==> src/rtl/adc_dma_pkg.sv <==
package adc_dma_pkg;

   typedef enum logic [1:0] {ST_IDLE, ST_FETCH, ST_RUN} seq_state_e;

   typedef struct packed {
      logic cont;
      logic eoo;
      logic use0;
      logic use1;
   } instr_dec_t;

   function automatic instr_dec_t decode_word(input logic [7:0] w);
      instr_dec_t d;
      d.cont = w[7];
      d.eoo  = (w[6:0] == 7'd0);
      d.use0 = w[4] | w[6];
      d.use1 = w[5] & ~w[6];
      return d;
   endfunction

endpackage

==> src/rtl/adc_dma_ibuf.sv <==
module adc_dma_ibuf #(
   parameter int DEPTH = 64,
   parameter int AW    = 6,
   parameter int WW    = 8
) (
   input  logic          clk,
   input  logic          we,
   input  logic [AW-1:0] waddr,
   input  logic [WW-1:0] wdata,
   input  logic [AW-1:0] raddr,
   output logic [WW-1:0] rdata
);

   generate
      if (DEPTH != (1 << AW)) begin : g_bad_depth
         $error("adc_dma_ibuf: DEPTH must equal 2**AW");
      end
   endgenerate

   logic [WW-1:0] words [DEPTH];

   always_ff @(posedge clk) begin
      if (we) words[waddr] <= wdata;
   end

   assign rdata = words[raddr];

endmodule

==> src/rtl/adc_dma_slot.sv <==
module adc_dma_slot #(
   parameter int SW = 16
) (
   input  logic          clk,
   input  logic          rst_n,
   input  logic          new_pass,
   input  logic          armed,
   input  logic          in_valid,
   input  logic [SW-1:0] in_data,
   input  logic          consume,
   output logic          full,
   output logic [SW-1:0] data
);

   logic got_q;
   logic load;

   assign load = armed & in_valid & ~got_q & ~full;

   always_ff @(posedge clk or negedge rst_n) begin
      if (!rst_n) begin
         got_q <= 1'b0;
         full  <= 1'b0;
         data  <= '0;
      end else begin
         if (new_pass) got_q <= 1'b0;
         else if (load) got_q <= 1'b1;
         if (load) begin
            full <= 1'b1;
            data <= in_data;
         end else if (consume) begin
            full <= 1'b0;
         end
      end
   end

   assert_slot_consume_R10: assert property (@(posedge clk) disable iff (!rst_n)
      consume |-> full);

   assert_slot_ignore_R9: assert property (@(posedge clk) disable iff (!rst_n)
      (in_valid && !armed && !consume) |=> (full == $past(full)));

endmodule

==> src/rtl/adc_dma_rpt.sv <==
module adc_dma_rpt #(
   parameter int RPT_W = 16,
   parameter int PW    = 6
) (
   input  logic             clk,
   input  logic             rst_n,
   input  logic             reload,
   input  logic             eoo_wrap,
   input  logic             pass_end,
   input  logic [PW-1:0]    start_ptr,
   input  logic [RPT_W-1:0] limit,
   output logic [PW-1:0]    ptr,
   output logic [RPT_W-1:0] cnt
);

   localparam logic [RPT_W-1:0] ONE = RPT_W'(1);

   generate
      if (RPT_W < 2) begin : g_bad_rpt
         $error("adc_dma_rpt: RPT_W must be at least 2");
      end
   endgenerate

   logic last_pass;
   assign last_pass = (cnt <= ONE);

   always_ff @(posedge clk or negedge rst_n) begin
      if (!rst_n) begin
         ptr <= '0;
         cnt <= '0;
      end else if (reload || eoo_wrap) begin
         ptr <= start_ptr;
         cnt <= limit;
      end else if (pass_end) begin
         if (last_pass) begin
            cnt <= limit;
            ptr <= ptr + 1'b1;
         end else begin
            cnt <= cnt - ONE;
         end
      end
   end

   assert_repeat_hold_R5: assert property (@(posedge clk) disable iff (!rst_n)
      (pass_end && !last_pass && !reload && !eoo_wrap) |=> $stable(ptr));

   assert_ptr_step_R6: assert property (@(posedge clk) disable iff (!rst_n)
      (pass_end && last_pass && !reload && !eoo_wrap) |=> (ptr == PW'($past(ptr) + 1'b1)));

   assert_eoo_wrap_R8: assert property (@(posedge clk) disable iff (!rst_n)
      eoo_wrap |=> (ptr == $past(start_ptr)));

endmodule

==> src/rtl/adc_dma_seq.sv <==
module adc_dma_seq
   import adc_dma_pkg::*;
#(
   parameter int IBUF_DEPTH = 64,
   parameter int MADDR_W    = 16,
   parameter int RPT_W      = 16,
   parameter int BYTE_W     = 8,
   localparam int IPTR_W    = $clog2(IBUF_DEPTH),
   localparam int SAMP_W    = 2 * BYTE_W
) (
   input  logic              clk,
   input  logic              rst_n,
   input  logic              cfg_en,
   input  logic [IPTR_W-1:0] cfg_start_ptr,
   input  logic [RPT_W-1:0]  cfg_rpt_limit,
   input  logic [MADDR_W-1:0] cfg_mem_base,
   input  logic              ibuf_we,
   input  logic [IPTR_W-1:0] ibuf_waddr,
   input  logic [7:0]        ibuf_wdata,
   input  logic              cnv0_valid,
   input  logic [SAMP_W-1:0] cnv0_data,
   input  logic              cnv1_valid,
   input  logic [SAMP_W-1:0] cnv1_data,
   output logic              mem_we,
   output logic [MADDR_W-1:0] mem_addr,
   output logic [BYTE_W-1:0] mem_wdata,
   output logic              busy,
   output logic              done
);

   localparam int NCONV = 2;

   generate
      if (IBUF_DEPTH < 2 || IBUF_DEPTH != (1 << IPTR_W)) begin : g_bad_ibuf
         $error("adc_dma_seq: IBUF_DEPTH must be a power of two");
      end
      if (BYTE_W < 1) begin : g_bad_byte
         $error("adc_dma_seq: BYTE_W must be positive");
      end
   endgenerate

   seq_state_e        state_q;
   logic              done_q;
   instr_dec_t        cur_q;
   instr_dec_t        fet_dec;
   logic [1:0]        step_q;
   logic [MADDR_W-1:0] waddr_q;
   logic [IPTR_W-1:0] ptr;
   logic [RPT_W-1:0]  cnt;
   logic [7:0]        ibuf_rd;

   logic in_idle, in_fetch, in_run;
   logic fetch_eoo, fetch_noop;
   logic wr_fire, last_byte, pass_end;
   logic cur_c;
   logic [SAMP_W-1:0] cur_sample;
   logic [BYTE_W-1:0] wr_byte;

   logic              vld_v   [NCONV];
   logic [SAMP_W-1:0] din_v   [NCONV];
   logic              arm_v   [NCONV];
   logic              cons_v  [NCONV];
   logic              full_v  [NCONV];
   logic [SAMP_W-1:0] sdata_v [NCONV];

   assign in_idle  = (state_q == ST_IDLE);
   assign in_fetch = (state_q == ST_FETCH);
   assign in_run   = (state_q == ST_RUN);

   adc_dma_ibuf #(.DEPTH(IBUF_DEPTH), .AW(IPTR_W), .WW(8)) u_ibuf (
      .clk   (clk),
      .we    (ibuf_we),
      .waddr (ibuf_waddr),
      .wdata (ibuf_wdata),
      .raddr (ptr),
      .rdata (ibuf_rd)
   );

   assign fet_dec    = decode_word(ibuf_rd);
   assign fetch_eoo  = in_fetch & cfg_en & fet_dec.eoo;
   assign fetch_noop = in_fetch & cfg_en & ~fet_dec.eoo & ~fet_dec.use0 & ~fet_dec.use1;

   assign vld_v[0] = cnv0_valid;
   assign vld_v[1] = cnv1_valid;
   assign din_v[0] = cnv0_data;
   assign din_v[1] = cnv1_data;
   assign arm_v[0] = in_run & cur_q.use0;
   assign arm_v[1] = in_run & cur_q.use1;

   genvar c;
   generate
      for (c = 0; c < NCONV; c++) begin : g_slot
         assign cons_v[c] = wr_fire & step_q[0] & (step_q[1] == c[0]);
         adc_dma_slot #(.SW(SAMP_W)) u_slot (
            .clk      (clk),
            .rst_n    (rst_n),
            .new_pass (in_fetch),
            .armed    (arm_v[c]),
            .in_valid (vld_v[c]),
            .in_data  (din_v[c]),
            .consume  (cons_v[c]),
            .full     (full_v[c]),
            .data     (sdata_v[c])
         );
      end
   endgenerate

   assign cur_c      = step_q[1];
   assign cur_sample = sdata_v[cur_c];
   assign wr_fire    = in_run & full_v[cur_c];
   assign wr_byte    = step_q[0] ? cur_sample[BYTE_W-1:0] : cur_sample[SAMP_W-1:BYTE_W];
   assign last_byte  = wr_fire & step_q[0] & (step_q[1] | ~cur_q.use1);
   assign pass_end   = last_byte | fetch_noop;

   adc_dma_rpt #(.RPT_W(RPT_W), .PW(IPTR_W)) u_rpt (
      .clk       (clk),
      .rst_n     (rst_n),
      .reload    (in_idle),
      .eoo_wrap  (fetch_eoo),
      .pass_end  (pass_end),
      .start_ptr (cfg_start_ptr),
      .limit     (cfg_rpt_limit),
      .ptr       (ptr),
      .cnt       (cnt)
   );

   always_ff @(posedge clk or negedge rst_n) begin
      if (!rst_n) begin
         state_q   <= ST_IDLE;
         done_q    <= 1'b0;
         cur_q     <= '0;
         step_q    <= 2'd0;
         waddr_q   <= '0;
         mem_we    <= 1'b0;
         mem_addr  <= '0;
         mem_wdata <= '0;
      end else begin
         mem_we <= wr_fire;
         if (wr_fire) begin
            mem_addr  <= waddr_q;
            mem_wdata <= wr_byte;
            waddr_q   <= waddr_q + 1'b1;
         end
         case (state_q)
            ST_IDLE: begin
               if (!cfg_en) begin
                  done_q <= 1'b0;
               end else if (!done_q) begin
                  state_q <= ST_FETCH;
                  waddr_q <= cfg_mem_base;
               end
            end
            ST_FETCH: begin
               if (!cfg_en) begin
                  state_q <= ST_IDLE;
               end else if (fet_dec.eoo) begin
                  if (!fet_dec.cont) begin
                     state_q <= ST_IDLE;
                     done_q  <= 1'b1;
                  end
               end else if (fet_dec.use0 || fet_dec.use1) begin
                  cur_q   <= fet_dec;
                  step_q  <= fet_dec.use0 ? 2'd0 : 2'd2;
                  state_q <= ST_RUN;
               end
            end
            ST_RUN: begin
               if (wr_fire) begin
                  if (last_byte) state_q <= ST_FETCH;
                  else if (step_q == 2'd1) step_q <= 2'd2;
                  else step_q <= step_q + 2'd1;
               end
            end
            default: state_q <= ST_IDLE;
         endcase
      end
   end

   assign busy = ~in_idle;
   assign done = done_q;

   assert_wr_in_run_R2: assert property (@(posedge clk) disable iff (!rst_n)
      mem_we |-> busy);

   assert_addr_step_R3: assert property (@(posedge clk) disable iff (!rst_n)
      (mem_we && $past(mem_we)) |-> (mem_addr == MADDR_W'($past(mem_addr) + 1'b1)));

   assert_done_idle_R7: assert property (@(posedge clk) disable iff (!rst_n)
      done |-> !busy);

   assert_abort_quiet_R11: assert property (@(posedge clk) disable iff (!rst_n)
      (in_fetch && !cfg_en) |=> (!busy && !done));

endmodule

==> config.mk <==
export PLATFORM = sky130hd
export DESIGN_NAME = adc_dma_seq
export DESIGN_NICKNAME = d
export VERILOG_FILES = /design/src/rtl/adc_dma_pkg.sv /design/src/rtl/adc_dma_ibuf.sv /design/src/rtl/adc_dma_slot.sv /design/src/rtl/adc_dma_rpt.sv /design/src/rtl/adc_dma_seq.sv
export SDC_FILE = /design/constraint.sdc
export NUM_CORES = 1
export LEC_CHECK = 0
export BUFFER_PORTS_ARGS = -buffer_cell sky130_fd_sc_hd__buf_4
export CORE_ASPECT_RATIO = 1.75
export CORE_UTILIZATION = 60
export CTS_CLUSTER_SIZE = 8
export DETAILED_ROUTE_END_ITERATION = 16
export PLACE_DENSITY = 0.8
export SKIP_LAST_GASP = 1
export SYNTH_ARGS = -nofsm -noshare
export SYNTH_HDL_FRONTEND = slang
export SYNTH_SLANG_ARGS = --single-unit
==> constraint.sdc <==
create_clock -name clk -period 3.4 [get_ports clk]
set_input_delay 0.34 -clock clk [delete_from_list [all_inputs] [get_ports clk]]
set_output_delay 0.34 -clock clk [all_outputs]
set_load 0.005 [all_outputs]
==> run_results.csv <==
group,metric,value,unit
floorplan,chipHeight,267,um
setup_path,cp_cell_sequence,"clkbuf_16 > buf_6 > mux2i_2 > a22o_1 > nor4_2 > o32a_1 > a2111oi_4 > buf_4 > a31oi_2 > buf_6 > nand2_8 > buf_12 > mux2i_1 > a22oi_1",
synth,synth_enable_flop_cells,512,
timing,worstMarginPinSlew,952,ps
cts,cts_tree,"done",
layout,final_common_cell,"edfxtp_1",
grt,grt_use_total,30.2,%
timing,fin_setup_tns,-1910,ps
synth,synth-simple-area-share,7.32,%
timing,fmax,0.280,GHz
pwr,power,24.4,mW
layout,n_antenna_cell,0,
synth,synth_top_area_share,63.8,%
layout,mostFrequentLayoutCells,"edfxtp_1 (512), buf_4 (205), nor2_1 (105)",
setup_path,arrival,4050,ps
floorplan,start_util,61.2,%
layout,syn_to_final_growth,22.4,%
floorplan,ioPinCount,117,
synth,synth_top_cell_by_area,"edfxtp_1",
synth,ys_warn_count,0,
drt,first_iter_violations,1733,
run_status,status,"finished, violations left",
grt,grt_max_degree,65,
timing,hold_viol_final,0,
synth,synth_seq_area_share,74.8,%
timing,finalMaxSlewViolations,0,
synth,synth_compound_area_share,3.92,%
placement,io_buffers,116,
synth,synthArstFlopShare,17.2,%
setup_path,slowest_delay,550,ps
run_status,violations,"setup timing",
timing,finalCritPeriodShare,105,%
grt,antenna_found_initial,0,
layout,fill_cells,2075,
timing,setup_ws,-169,ps
drt,routedWlPerCell,28.1,um
grt,grt_pass1_vias,15207,
drt,drcViolationCount,0,
setup_path,crit_slowest_cell,"dfrtp_4",
cts,cts_buffer_depth,3,
cts,cts_root_buffer,"clkbuf_16",
setup_path,critPathKind,"reg2reg",
synth,synth_seq_cells,618,
drt,post_drt_via_cell_ratio,6.57,
placement,place_ws,-155,ps
synth,synth.avg_cell_area,17.3,um2
floorplan,die_w,154,um
synth,synth.distinct_cells,63,
synth,synth-main-ff-cell,"edfxtp_1",
setup_path,crit_path_start_kind,"flip-flop",
grt,globalRouteOverflowTotal,0,
layout,fin_nets,1809,
timing,skew,20.8,ps
setup_path,critPathRequiredTime,3880,ps
hold_path,hold_class,"in2reg",
synth,synth_top_family_by_area,"multiplexers",
setup_path,endpoint_kind,"flip-flop",
grt,grt_first_pass_wirelength,89.8,mm
pwr,p_per_area,826,nW/um2
synth,synth_area,24100,um2
timing,rsz0062_at_grt,"true",
timing,slew_headroom,36.3,%
pwr,leakagePower,10.5,nW
cts,clkTransAtPathRegs,50,ps
synth,synth-xor-area-share,0.545,%
timing,whs,28.8,ps
pwr,vdd_drop_max,404,uV
setup_path,crit_top_cell,"buf_6",
flow_run,cap_violations,0,
synth,syn-num-nets,1492,
setup_path,worstPathMaxFanout,7,
drt,via_count,14699,
timing,final.min_clock_period,3570,ps
drt,drt_wl_total,62.8,mm
floorplan,coreArea,39400,um2
placement,gp_congestion,0.891,
timing,finalSetupViolCount,22,
placement,dpl.hpwl,35.1,mm
cts,htree_num_levels,3,
synth,synth_fa_ha_area_share,0.260,%
drt,ant_nets,0,
layout,drive_gt1_share,28.2,%
synth,yosys-top-cells-area,"edfxtp_1 (64%), dfrtp_1 (11%), mux4_2 (6.5%), mux2_2 (2.8%), mux2i_1 (2.0%)",
cts,cts_buffers,87,
floorplan,die_area,41000,um2
layout,fin_util,74.9,%
cts,clock_latency,620,ps
drt,first_pass_iters,6,
cts,clock_sinks,618,
synth,synthMuxAreaShare,11.4,%
synth,postSynthCellCount,1397,
floorplan,rows,96,
registers in the layout (all words and copies together), names as in the netlist, 6 cells and up:
| signal | cells |
|---|---|
| g_slot.u_slot.data | 32 |
| mem_addr | 16 |
| mem_wdata | 8 |
| u_ibuf.words | 512 |
| u_rpt.cnt | 16 |
| u_rpt.ptr | 6 |
| waddr_q | 16 |
power by group:
part	internal (mW)	switching (mW)
clock network	4.67	3.05
logic	3.55	3.60
registers	8.88	0.606
total	17.1	7.26
cells in the mapped netlist, types with 16 or more instances:
| cell type | n |
|---|---|
| nor2_1 | 106 |
| clkbuf_1 | 22 |
| dfrtp_1 | 106 |
| a21oi_1 | 24 |
| nor4_1 | 55 |
| nor3_1 | 18 |
| mux2_2 | 60 |
| nor2b_1 | 16 |
| nand2_1 | 87 |
| inv_1 | 22 |
| o21ai_0 | 41 |
| nand4_1 | 16 |
| buf_2 | 18 |
| edfxtp_1 | 512 |
| a22oi_1 | 18 |
| mux2i_1 | 49 |
| mux4_2 | 70 |
| nand3_1 | 23 |
logic make-up (layout without fill, tap and decap cells):
group,after synthesis,after routing
simple gates,360,361
buf+inv,81,429
mux,179,179
compound gates,139,139
fa+ha+maj,5,5
xor+xnor,15,15
flops,618,618
cell type report:
cell class | count | area [um2] | share of cell area (%)
Tap cell | 490 | 613 | 2.08
Clock buffer | 114 | 2300 | 7.79
Inverter | 23 | 88.8 | 0.301
Timing Repair Buffer | 285 | 2570 | 8.72
Clock inverter | 7 | 91.3 | 0.310
Sequential cell | 618 | 18000 | 61.1
Multi-Input combinational cell | 699 | 5800 | 19.7
critical path: cells and delay by family, from the launching register on:
family,cells,cell delay [ps]
AOI/OAI and AO/OA,5,1200
buffers and inverters,5,920
DFF,1,550
muxes,2,600
and+or+nand+nor,2,180
worst paths after layout:
| kind | slack [ps] | start | end | cells after the start |
|---|---|---|---|---|
| setup / recovery | -170 | u_rpt.ptr[0]$_DFFE_PN0P_ | u_rpt.cnt[6]$_DFFE_PN0P_ | 14 |
| hold / removal | 30 | cfg_start_ptr[3] | u_rpt.ptr[3]$_DFFE_PN0P_ | 3 |
| setup reg to reg | -170 | u_rpt.ptr[0]$_DFFE_PN0P_ | u_rpt.cnt[6]$_DFFE_PN0P_ | 14 |
| hold reg to reg | 500 | g_slot[0].u_slot.data[0]$_DFFE_PN0P_ | g_slot[0].u_slot.data[0]$_DFFE_PN0P_ | 1 |
| max in group asynchronous | 2250 | rst_n | g_slot[1].u_slot.data[10]$_DFFE_PN0P_ | 3 |
| min in group asynchronous | 380 | rst_n | u_rpt.cnt[9]$_DFFE_PN0P_ | 2 |
per-layer routing:
| layer | GRT usage (%) | vias up | share of wire (%) |
|---|---|---|---|
| met4 | 18.8 | 0 | 6.4 |
| met3 | 5.87 | 245 | 8.5 |
| met5 | 0 | - | 0 |
| met2 | 53.7 | 1045 | 52 |
| li1 | - | 6120 | - |
| met1 | 33.3 | 7289 | 33 |
per-stage QoR:
step	instances	area, um2
after detailed placement	2024	26000
after floorplan	1397	24100
after global routing	2236	29500
after global placement	2024	26000
after CTS	2207	29100
final	2236	29500
repair_timing:
item	4_1_cts	5_1_grt
cloned	2	4
setup buffers	6	25
endpoints found under the setup margin	23	18
pin swaps	5	12
hold buffers	54	0
resized for setup	10	32
endpoints found under the hold margin	115	0
(Power assumes the default switching activity.)
